[src/rtl/crl_pkg.sv]
package crl_pkg;
    typedef enum logic [2:0] {
        CRL_NOP   = 3'd0,
        CRL_MTCR  = 3'd1,
        CRL_MFCR  = 3'd2,
        CRL_FCOPY = 3'd3,
        CRL_BCOMB = 3'd4
    } crl_op_e;

    localparam int FXM_LSB   = 12;
    localparam int ONEF_BIT  = 20;
    localparam int BF_LSB    = 23;
    localparam int BFA_LSB   = 18;
    localparam int BT_LSB    = 21;
    localparam int BA_LSB    = 16;
    localparam int BB_LSB    = 11;
    localparam int CODE_LSB  = 6;
endpackage

[src/rtl/crl_mask_unit.sv]
module crl_mask_unit #(
    parameter int NF = 8,
    parameter int FW = 4,
    parameter int GW = 64,
    localparam int CRW = NF * FW
) (
    input  logic [CRW-1:0] cr_in,
    input  logic [GW-1:0]  opnd,
    input  logic [NF-1:0]  fxm,
    input  logic           one_field,
    output logic [CRW-1:0] cr_mt,
    output logic [GW-1:0]  res_mf
);
    logic [CRW-1:0] picked;

    for (genvar k = 0; k < NF; k++) begin : g_fld
        assign cr_mt[k*FW +: FW]  = fxm[k] ? opnd[k*FW +: FW] : cr_in[k*FW +: FW];
        assign picked[k*FW +: FW] = fxm[k] ? cr_in[k*FW +: FW] : '0;
    end

    always_comb begin
        res_mf = '0;
        res_mf[CRW-1:0] = one_field ? picked : cr_in;
    end
endmodule

[src/rtl/crl_field_copy.sv]
module crl_field_copy #(
    parameter int NF = 8,
    parameter int FW = 4,
    localparam int CRW = NF * FW,
    localparam int IW = $clog2(NF)
) (
    input  logic [CRW-1:0] cr_in,
    input  logic [IW-1:0]  dst,
    input  logic [IW-1:0]  src,
    output logic [CRW-1:0] cr_fc
);
    logic [FW-1:0] src_val;

    always_comb begin
        src_val = cr_in[(NF - 1 - int'(src)) * FW +: FW];
    end

    for (genvar f = 0; f < NF; f++) begin : g_dst
        localparam int LSB = (NF - 1 - f) * FW;
        assign cr_fc[LSB +: FW] = (int'(dst) == f) ? src_val : cr_in[LSB +: FW];
    end
endmodule

[src/rtl/crl_bit_combine.sv]
module crl_bit_combine #(
    parameter int CRW = 32,
    localparam int IW = $clog2(CRW)
) (
    input  logic [CRW-1:0] cr_in,
    input  logic [IW-1:0]  bt,
    input  logic [IW-1:0]  ba,
    input  logic [IW-1:0]  bb,
    input  logic [3:0]     code,
    output logic [CRW-1:0] cr_bc
);
    logic bit_a;
    logic bit_b;
    logic bit_r;

    always_comb begin
        bit_a = cr_in[CRW - 1 - int'(ba)];
        bit_b = cr_in[CRW - 1 - int'(bb)];
        bit_r = code[{bit_a, bit_b}];
    end

    for (genvar b = 0; b < CRW; b++) begin : g_bit
        assign cr_bc[b] = (int'(bt) == CRW - 1 - b) ? bit_r : cr_in[b];
    end
endmodule

[src/rtl/cr_logic_unit.sv]
module cr_logic_unit #(
    parameter int NF    = 8,
    parameter int FW    = 4,
    parameter int GW    = 64,
    parameter int IWID  = 32,
    parameter int CTX_W = 16,
    localparam int CRW  = NF * FW,
    localparam int FIW  = $clog2(NF),
    localparam int BIW  = $clog2(CRW)
) (
    input  logic [2:0]       op_sel,
    input  logic [IWID-1:0]  insn,
    input  logic [GW-1:0]    opnd,
    input  logic [CRW-1:0]   cr_in,
    input  logic [CTX_W-1:0] ctx_in,
    output logic [CRW-1:0]   cr_out,
    output logic [GW-1:0]    gpr_out,
    output logic [CTX_W-1:0] ctx_out
);
    import crl_pkg::*;

    crl_op_e        op;
    logic [CRW-1:0] cr_mt;
    logic [CRW-1:0] cr_fc;
    logic [CRW-1:0] cr_bc;
    logic [GW-1:0]  res_mf;

    assign op = crl_op_e'(op_sel);

    crl_mask_unit #(.NF(NF), .FW(FW), .GW(GW)) u_mask (
        .cr_in     (cr_in),
        .opnd      (opnd),
        .fxm       (insn[FXM_LSB +: NF]),
        .one_field (insn[ONEF_BIT]),
        .cr_mt     (cr_mt),
        .res_mf    (res_mf)
    );

    crl_field_copy #(.NF(NF), .FW(FW)) u_copy (
        .cr_in (cr_in),
        .dst   (insn[BF_LSB +: FIW]),
        .src   (insn[BFA_LSB +: FIW]),
        .cr_fc (cr_fc)
    );

    crl_bit_combine #(.CRW(CRW)) u_comb (
        .cr_in (cr_in),
        .bt    (insn[BT_LSB +: BIW]),
        .ba    (insn[BA_LSB +: BIW]),
        .bb    (insn[BB_LSB +: BIW]),
        .code  (insn[CODE_LSB +: 4]),
        .cr_bc (cr_bc)
    );

    always_comb begin
        cr_out  = cr_in;
        gpr_out = '0;
        unique case (op)
            CRL_MTCR:  cr_out  = cr_mt;
            CRL_MFCR:  gpr_out = res_mf;
            CRL_FCOPY: cr_out  = cr_fc;
            CRL_BCOMB: cr_out  = cr_bc;
            default: begin
                cr_out  = cr_in;
                gpr_out = '0;
            end
        endcase
    end

    assign ctx_out = ctx_in;
endmodule

[config.mk]
export PLATFORM = sky130hd
export DESIGN_NAME = cr_logic_unit
export DESIGN_NICKNAME = d
export VERILOG_FILES = /design/src/rtl/crl_pkg.sv /design/src/rtl/crl_mask_unit.sv /design/src/rtl/crl_field_copy.sv /design/src/rtl/crl_bit_combine.sv /design/src/rtl/cr_logic_unit.sv
export SDC_FILE = /design/constraint.sdc
export NUM_CORES = 1
export LEC_CHECK = 0
export BUFFER_PORTS_ARGS = -buffer_cell sky130_fd_sc_hd__buf_4
export CORE_AREA = 2 2 101 103
export DETAILED_ROUTE_END_ITERATION = 8
export DIE_AREA = 0 0 103 105
export PLACE_DENSITY = 0.63
export SLEW_MARGIN = 20
export SYNTH_ARGS = -nofsm -noshare
export SYNTH_HDL_FRONTEND = slang
export SYNTH_SLANG_ARGS = --single-unit
[constraint.sdc]
create_clock -name vclk -period 6.1
set_input_delay 1.22 -clock vclk [all_inputs]
set_output_delay 1.22 -clock vclk [all_outputs]
set_load 0.01 [all_outputs]
== Word-level counts from Yosys, hierarchy flattened ==
Index checks and enable logic that the tools add are counted.

* Shifts and indexed selects: 1
* Divide/modulo/power cells: 0
* Equality and inequality tests: 42
* Multiply operators: 0
* Bitwise gates (word level): 0
* Reduce and logical (&&, ||, !) cells: 2
* Add/subtract/negate cells: 3
* Muxes and demuxes: 67
* Magnitude comparators: 3

{| class="wikitable"
|+ Operators with widths
! operator !! number
|-
| two-way mux 4 bit || 24
|-
| case mux 32 bit (3 select lines) || 1
|-
| == test 5 bit (second input constant) || 16
|-
| less-than comparator 32 x 7 -> 1 bit (second input constant) || 2
|-
| two-way mux 32 bit || 2
|-
| == test 5 x 4 -> 1 bit (second input constant) || 8
|-
| two-way mux 1 bit || 37
|-
| variable part select 32 x 32 -> 4 bit || 1
|-
| == test 5 x 3 -> 1 bit (second input constant) || 4
|-
| == test 3 bit (second input constant) || 5
|-
| == test 3 x 2 -> 1 bit (second input constant) || 4
|-
| subtractor 5 x 5 -> 6 bit (first input constant) || 2
|-
| binary-select mux 1 bit (select 5 bit) || 2
|-
| == test 5 x 2 -> 1 bit (second input constant) || 2
|-
| == test 3 x 1 -> 1 bit (second input constant) || 2
|-
| == test 5 x 1 -> 1 bit (second input constant) || 1
|-
| logical NOT 5 bit || 1
|-
| subtractor 3 x 3 -> 4 bit (first input constant) || 1
|-
| logical NOT 3 bit || 1
|-
| less-than comparator 2 x 3 -> 1 bit (second input constant) || 1
|-
| binary-select mux 1 bit (select 2 bit) || 1
|}

* RAM bits: 0
* Output and inout port bits: 112
* Bits in read-only memories: 0
* Logic and storage cells: 118
* Latch bits: 0
* Flip-flop bits (word level): 0
* Memories: 0
* Input port bits: 147

== Logic depth before layout (Yosys ltp) ==
Gate-level depths: netlist of run 1.

* Word-level depth: 8
* Gate-level depth with buffers: 10
* Mapped depth without buffers: 8

== Cells and area by module ==
From an unflattened synthesis of run 1, not the netlist that was laid out.

* Cells, all modules: 705
* Area, all modules: 4870.9 µm²

{| class="wikitable"
|+ Modules (own cells, without submodules)
! module !! cells an instance !! seq. area each (µm²) !! instances !! area an instance (µm²)
|-
| crl_bit_combine || 295 || 0.0 || 1 || 1861.8
|-
| cr_logic_unit || 207 || 0.0 || 1 || 1517.7
|-
| crl_mask_unit || 105 || 0.0 || 1 || 854.6
|-
| crl_field_copy || 98 || 0.0 || 1 || 636.9
|}

== Worst setup path after synthesis of run 1 ==
No wires, ideal clock.

* Path type: input port to output port
* Start point: in insn[12]
* End point: out cr_out[7]
* Buffers on the path: 2
* Setup slack: 1.179 ns
* Data arrival time: 3.701 ns
* Stages: 10
* Required time: 4.880 ns
* Cells stage by stage: buf_2 -> buf_4 -> mux2i_1 -> a22oi_1 -> nand3_1 -> nand2_1 -> a311oi_1 -> mux2i_2 -> o221ai_4 -> a221o_1

* Cells in the longest elaborated chain, start to end: 8

{| class="wikitable"
|+ RTL lines
! element !! line !! source
|-
| start, declared || cr_logic_unit.sv:12 || <nowiki>input logic [IWID-1:0] insn,</nowiki>
|-
| subtractor 5 x 5 -> 6 bit || crl_bit_combine.sv:18 || <nowiki>bit_b = cr_in[CRW - 1 - int'(bb)];</nowiki>
|-
| binary-select mux 1 bit (select 5 bit) || crl_bit_combine.sv:18 ||
|-
| two-way mux 1 bit (implied by the code) (2 in a row) || crl_bit_combine.sv:18 ||
|-
| binary-select mux 1 bit (select 2 bit) || crl_bit_combine.sv:19 || <nowiki>bit_r = code[{bit_a, bit_b}];</nowiki>
|-
| two-way mux 1 bit (implied by the code) || crl_bit_combine.sv:19 ||
|-
| two-way mux 1 bit || crl_bit_combine.sv:23 || <nowiki>assign cr_bc[b] = (int'(bt) == CRW - 1 - b) ? bit_r : cr_in[b];</nowiki>
|-
| case mux 32 bit (3 select lines) || cr_logic_unit.sv:58 || <nowiki>unique case (op)</nowiki>
|-
| end, declared || cr_logic_unit.sv:16 || <nowiki>output logic [CRW-1:0] cr_out,</nowiki>
|}

Every way passes these cells. The select of a mux whose other input is x is not followed.

== Worst setup path after layout of run 1 ==
Ends and elaborated chain as after synthesis.

==> flow_summary.ini, run 1 <==
[status]
status = finished clean

[final_layout]
final_net_count = 627
seq_cells = 0
nFillCells = 1049
nClkBuffers = 0
seq_area_sq_um = 0
drive_above_1_share = 0.387
fin_util = 0.390
insertedDiodeCount = 0
design_area_sq_mm = 0.00376
multiInputGateArea_sq_mm = 0.00239
area_delta_synth_final_pct = 35.3

[placement]
place.gp.congestion = 0.909
dpl.hpwl_mm = 9.59
io_buffer_count = 150
postPlaceCellArea_sq_mm = 0.00376

[clock_network]
ctsResizeCount = 0
post_cts_buffers = 0
cts_hold_repair.buffers = 0

[timing]
clock.fmax_mhz = 192
tightest_slew_ns = 0.952
maxSlewHeadroom = 0.364
setup_viol = 0
drv_slew = 0
fin_hold_ws_ns = 2.44
rsz0062_at_grt = false
post-route-min-period_ns = 5.20
hold_viol_final = 0
final.setup.tns_ns = 0
fin_crit_sh = 0.852

[synthesis]
yosysTopAreaCell = buf_4
ys_top_cells_by_count = 50 x a21oi_1, 49 x buf_4, 42 x and2_1
synth_top_area_frac = 0.132
netlist-cell-type-count = 40
syn_inst = 364
ys_seq_area_frac = 0
syn_area_per_cell_sq_um = 7.64
synth.most_common_cell = a21oi_1
netlist_area_sq_mm = 0.00278
synth_area_leaders = buf_4 13%, mux4_2 13%, a221o_1 10%
yosys_warnings = 0

[route]
drt_pass1_iterations = 5
wl_per_cell_um = 19.9
drcViolationCount = 0
antenna_left = 0
via_count = 3422
viasPerCell = 5.60
drtIter0Drc = 244
wirelength_mm = 12.2

[pwr]
power.total_mw = 0.289
power_leakage_nw = 1.75
power_density_mw_per_mm2 = 76.8
peakVddDrop_uv = 31.1

[worst_setup_path]
crit_path_start_kind = input port
crit_path_max_fanout = 18
worstSetupPathType = in -> out
crit_arrival_ns = 3.98
cp-end-kind = output pin
cp.required_ns = 4.88

[floorplan]
start_util = 0.289
fp.dieH_um = 105
ios = 259
die_area_sq_mm = 0.0108
die_w_um = 103
core_area_sq_mm = 0.00964
num_rows = 36

[grt]
grt_pass1_vias = 3313
track_usage = 0.210
grt_pass1_wl_mm = 18.0
grt_max_degree = 26
gr-total-overflow = 0
antenna_found_initial = 0

[hold_path]
holdCritPathClass = in -> out

[run]
max_cap_viol_count = 0
[metrics by stage]
| step | worst slack, ns | instances |
|---|---|---|
| finish | 0.902 | 611 |
| detailed placement | 0.934 | 611 |
| global route | 0.796 | 611 |
| global placement | 1.01 | 611 |
| floorplan | 1.18 | 395 |
| CTS | 0.933 | 611 |
[area by class of cell]
| cell class | instances | area share |
|---|---|---|
| well taps | 133 | 0.0442 |
| inverters | 8 | 0.00798 |
| multi-input cells | 314 | 0.637 |
| repair buffers | 156 | 0.311 |
[critical path, stage by stage]
cell and delay [ns]:
buf_4 0.27, mux2i_1 0.30, a22oi_1 0.10, nand3_1 0.10, nand2_1 0.05, a311oi_1 0.26, buf_4 0.20, mux2i_2 0.60
o221ai_4 0.30, a221o_1 0.41, buf_4 0.15
[power breakdown]
group,internal (mW),switching (mW)
logic,0.138,0.151
clock network,0,0
registers,0,0
total,0.138,0.151
[path summary, 6_finish.rpt]
| check | slack (ns) | cells past startpoint | endpoint | startpoint |
|---|---|---|---|---|
| max | 0.90 | 11 | cr_out[7] | insn[12] |
| min | 2.44 | 0 | ctx_out[12] | ctx_in[12] |
[placed cells by master, fill, tap and decap left out, types with 2 or more instances in the layout]
cell type and n:
a211oi_1 3, a21o_1 3, a21oi_1 50, a221o_1 28
a22oi_1 4, and2_1 42, and3b_1 2, buf_4 156
conb_1 32, inv_1 8, mux2_2 4, mux2i_1 19
mux2i_2 2, mux4_2 16, nand2_1 21, nand3_1 12
nor2_1 6, nor2b_1 6, nor3b_1 3, o21a_1 28
o21ai_0 13, o221ai_4 4, or3b_1 3
[layer usage]
metal | wire [um] | up-vias | share of wire | GRT usage
met2 | 5880 | 208 | 0.48 | 0.339
met5 | 0 | - | 0 | 0
met1 | 4780 | 1646 | 0.39 | 0.285
met3 | 1250 | 27 | 0.10 | 0.0381
li1 | - | 1541 | - | -
met4 | 272 | 0 | 0.022 | 0.0545
[kinds of logic after synthesis]
kind of cell	Yosys count	synth area share
simple gates	101	0.205
other cells	1	0.00135
mux	42	0.233
buf+inv	81	0.181
compound gates	139	0.379
No activity file was read; power rests on OpenSTA's default activity.
==> run 2, diff against run 1 <==
--- a/config.mk
+++ b/config.mk
@@ -6,11 +6,12 @@
 export NUM_CORES = 1
 export LEC_CHECK = 0
 export BUFFER_PORTS_ARGS = -buffer_cell sky130_fd_sc_hd__buf_4
-export CORE_AREA = 2 2 101 103
+export CORE_AREA = 2 2 100 102
 export DETAILED_ROUTE_END_ITERATION = 8
-export DIE_AREA = 0 0 103 105
-export PLACE_DENSITY = 0.63
+export DIE_AREA = 0 0 102 104
+export PLACE_DENSITY = 0.88
 export SLEW_MARGIN = 20
 export SYNTH_ARGS = -nofsm -noshare
 export SYNTH_HDL_FRONTEND = slang
+export SYNTH_HIERARCHICAL = 1
 export SYNTH_SLANG_ARGS = --single-unit
==> run 2 against run 1 <==
Effect of this change:
- worst setup slack got worse by 0.15 ns
- flip-flop and latch count did not move
- largest cell class unchanged
- fmax fell by 2.8%
- routed wire length rose by 43%
- largest power group unchanged
==> flow_summary.ini, run 2 <==
[status]
status = finished clean

[synthesis]
synth_area_leaders = and2_1 13%, nand2_1 7.9%, buf_4 7.6%
syn_area_per_cell_sq_um = 6.91
ys_top_cells_by_count = 103 x nand2_1, 98 x and2_1, 49 x buf_4
yosys_warnings = 6
netlist_area_sq_mm = 0.00487
synth_top_area_frac = 0.126
synth.most_common_cell = nand2_1
syn_inst = 705
ys_seq_area_frac = 0
yosysTopAreaCell = and2_1
netlist-cell-type-count = 38

[pwr]
p_comb_frac = 1.000
p_int_mw = 0.196
switching_share = 0.566
peakVddDrop_uv = 72.2
clkPwrFrac = 0
power_leakage_nw = 2.46
p_sw_mw = 0.255
p_seq_frac = 0
power.total_mw = 0.452
power_density_mw_per_mm2 = 79.8

[route]
viasPerCell = 6.46
drt_pass1_iterations = 6
via_count = 5906
drtIter0Drc = 891
wl_per_cell_um = 19.0
wirelength_mm = 17.4
drcViolationCount = 0
antenna_left = 0

[final_layout]
insertedDiodeCount = 0
drive_above_1_share = 0.275
final_cell_mix = 160 x buf_4, 102 x nand2_1, 98 x and2_1
seq_area_sq_um = 0
seq_cells = 0
nClkBuffers = 0
area_delta_synth_final_pct = 16.1
final_common_cell = buf_4
design_area_sq_mm = 0.00566
final_net_count = 930

[timing]
drv_slew = 0
setup_slack_ns = 0.752
fin_crit_sh = 0.877
final.setup.tns_ns = 0
setup_viol = 0
post-route-min-period_ns = 5.35
rsz0062_at_grt = false
hold_viol_final = 0
maxSlewHeadroom = 0.256
tightest_slew_ns = 1.11
clock.fmax_mhz = 187
fin_hold_ws_ns = 2.44

[hold_path]
holdCritPathClass = in -> out

[grt]
track_usage = 0.305
gr-total-overflow = 0
antenna_found_initial = 0
grt_max_degree = 65
grt_pass1_wl_mm = 26.6
grt_pass1_vias = 5149

[clock_network]
post_cts_buffers = 0
ctsResizeCount = 0
cts_hold_repair.buffers = 0

[worst_setup_path]
cp-end-kind = output pin
crit_arrival_ns = 4.13
cp.required_ns = 4.88
crit_path_start_kind = input port
crit_path_max_fanout = 32
worstSetupPathType = in -> out

[run]
max_cap_viol_count = 0

[floorplan]
die_w_um = 102
die_area_sq_mm = 0.0106
num_rows = 36
fp.dieH_um = 104
core_area_sq_mm = 0.00955
start_util = 0.510
ios = 259

[placement]
io_buffer_count = 150
place.gp.congestion = 0.963
place_ws_ns = 0.834
dpl.hpwl_mm = 12.1
postPlaceCellArea_sq_mm = 0.00565
run 2: layout make-up:
type	instances	area, sq um
Timing Repair Buffer	160	1200
Tap cell	133	166
Fill cell	899	3890
Multi-Input combinational cell	621	4290
run 2: power by group through the flow:
stage	sequential, mW	clock (mW)	combinational [mW]
final	0	0	0.452
after global routing	0	0	0.479
after CTS	0	0	0.439
after detailed placement	0	0	0.437
after global placement	0	0	0.430
after floorplan	0	0	0.305
run 2: routing by layer:
layer	wire, um	vias up	GRT usage	share of wire
li1	-	2691	-	-
met1	6610	2656	0.419	0.38
met2	7650	471	0.465	0.44
met3	2310	88	0.0605	0.13
met4	778	0	0.120	0.045
met5	0	-	0	0
run 2: final timing paths:
path | to | slack (ns) | depth (start not counted) | startpoint
worst max-delay path | cr_out[25] | 0.75 | 12 | insn[18]
worst min-delay path | ctx_out[10] | 2.44 | 0 | ctx_in[10]
run 2: stage by stage:
step                       util  std cells
after floorplan               -        736
after global placement    0.591        914
after detailed placement  0.591        914
after CTS                 0.591        914
after global routing      0.592        914
final                     0.592        914
run 2: logic make-up after synthesis:
kind of cell | share of synthesized area
and+or+nand+nor | 0.366
AOI/OAI and AO/OA | 0.271
buffers and inverters | 0.147
other | 0.000770
muxes | 0.214
run 2: worst max-delay path, stage by stage:
cell	delay [ns]
buf_4	0.31
nor2b_1	0.35
a22oi_1	0.14
and3_1	0.19
a31oi_1	0.50
and3_1	0.25
buf_4	0.32
o2111ai_1	0.17
nand3_1	0.14
o22a_1	0.13
o221a_1	0.24
buf_4	0.14
==> run 3, diff against run 2 <==
--- a/config.mk
+++ b/config.mk
@@ -6,10 +6,9 @@
 export NUM_CORES = 1
 export LEC_CHECK = 0
 export BUFFER_PORTS_ARGS = -buffer_cell sky130_fd_sc_hd__buf_4
-export CORE_AREA = 2 2 100 102
+export CORE_UTILIZATION = 45
 export DETAILED_ROUTE_END_ITERATION = 8
-export DIE_AREA = 0 0 102 104
-export PLACE_DENSITY = 0.88
+export PLACE_DENSITY = 0.78
 export SLEW_MARGIN = 20
 export SYNTH_ARGS = -nofsm -noshare
 export SYNTH_HDL_FRONTEND = slang
==> run 3 against run 2 <==
Effect of this change:
- flip-flop and latch count did not move
- non-clock buffer count is the same
- power decreased by 0.21%
- fmax up 0.23%
- die area increased by 6.0%
- critical path depth is the same
- global-route usage decreased by 1.1 points
- largest cell class unchanged
- first-iteration DRC count is 13% higher
- via count decreased by 2.5%
- critical path type unchanged
==> flow_summary.ini, run 3 (synthesized netlist as in run 2, its figures left out) <==
[status]
status = finished clean

[worst_setup_path]
cp.required_ns = 4.88
crit_arrival_ns = 4.12
cp-end-kind = output pin
crit_chain = buf_4 > nor2b_1 > a21oi_1 > and3_1 > a31oi_1 > and3_1 > buf_4 > o2111ai_1 > nand3_1 > o22a_1 > o221a_1 > buf_4
crit_top_cell = buf_4
crit_path_start_kind = input port
crit_path_max_fanout = 32
crit_slowest_cell = a31oi_1
cp-startpoint = insn[18]
worstSetupPathType = in -> out
cpPeakStageDelay_ns = 0.50

[timing]
fin_hold_ws_ns = 2.44
post-route-min-period_ns = 5.34
fin_crit_sh = 0.875
rsz0062_at_grt = false
drv_slew = 0
clock.fmax_mhz = 187
maxSlewHeadroom = 0.316
final.setup.tns_ns = 0
tightest_slew_ns = 1.03
setup_viol = 0
hold_viol_final = 0

[pwr]
power_density_mw_per_mm2 = 79.5
peakVddDrop_uv = 51.4
power_leakage_nw = 2.47
power.total_mw = 0.451

[floorplan]
die_w_um = 106
fp.dieH_um = 106
core_area_sq_mm = 0.0104
start_util = 0.468
num_rows = 37
ios = 259
die_area_sq_mm = 0.0112

[final_layout]
insertedDiodeCount = 0
nFillCells = 1064
final_net_count = 930
final_cell_mix = 160 x buf_4, 103 x nand2_1, 98 x and2_1
seq_cells = 0
seq_area_sq_um = 0
final_common_cell = buf_4
area_delta_synth_final_pct = 16.3
design_area_sq_mm = 0.00567
drive_above_1_share = 0.275
nClkBuffers = 0

[clock_network]
ctsResizeCount = 0
post_cts_buffers = 0
cts_hold_repair.buffers = 0

[run]
max_cap_viol_count = 0

[placement]
io_buffer_count = 150
place.gp.congestion = 0.913
dpl.hpwl_mm = 12.0
postPlaceCellArea_sq_mm = 0.00566

[grt]
track_usage = 0.294
grt_max_degree = 65
antenna_found_initial = 0
grt_pass1_vias = 4856
grt_pass1_wl_mm = 26.7
gr-total-overflow = 0

[hold_path]
holdCritPathClass = in -> out
min_from = ctx_in[10]

[route]
drt_pass1_iterations = 5
wirelength_mm = 17.4
via_count = 5760
drtIter0Drc = 1008
drcViolationCount = 0
viasPerCell = 6.28
antenna_left = 0
wl_per_cell_um = 19.0
## run 3: changes by cell type in the layout (fill, tap and decap cells not counted)
| cell | before | now |
|---|---|---|
| nor2b_1 | 3 | 2 |
| nor2b_2 | 2 | 3 |
| nand2_1 | 102 | 103 |
| nor3b_4 | 1 | 2 |
| nand2_2 | 1 | 0 |
| nor3b_2 | 4 | 3 |
## run 3: final timing paths
| kind | cells past startpoint | to | slack (ns) |
|---|---|---|---|
| worst min-delay path | 0 | ctx_out[10] | 2.44 |
| worst max-delay path | 12 | cr_out[29] | 0.76 |
## run 3: worst max-delay path: cells and delay by family
family | cells | cell delay, ns
AO/OA/AOI/OAI | 5 | 1.16
buffers and inverters | 3 | 0.76
AND/OR/NAND/NOR | 4 | 0.97
## run 3: layer usage
layer  GRT usage  vias up  routed length (um)
met5           0        -                   0
li1            -     2675                   -
met4      0.0625        0                 462
met3      0.0460       55                2130
met2       0.463      417                7750
met1       0.419     2613                7090
## run 3: power breakdown
part           total [mW]  internal (mW)  switching [mW]
clock network           0              0               0
logic               0.451          0.196           0.254
registers               0              0               0
## run 3: metrics by stage
stage	utilization	setup WS, ns	std cells
floorplan	-	1.43	736
global placement	0.543	0.893	917
detailed placement	0.543	0.843	917
CTS	0.543	0.851	917
global route	0.544	0.597	917
finish	0.544	0.764	917
## run 3: final cells by class
class,instances,area [sq um],area share
Multi-Input combinational cell,621,4290,0.758
Timing Repair Buffer,160,1200,0.212
Tap cell,136,170,0.0300
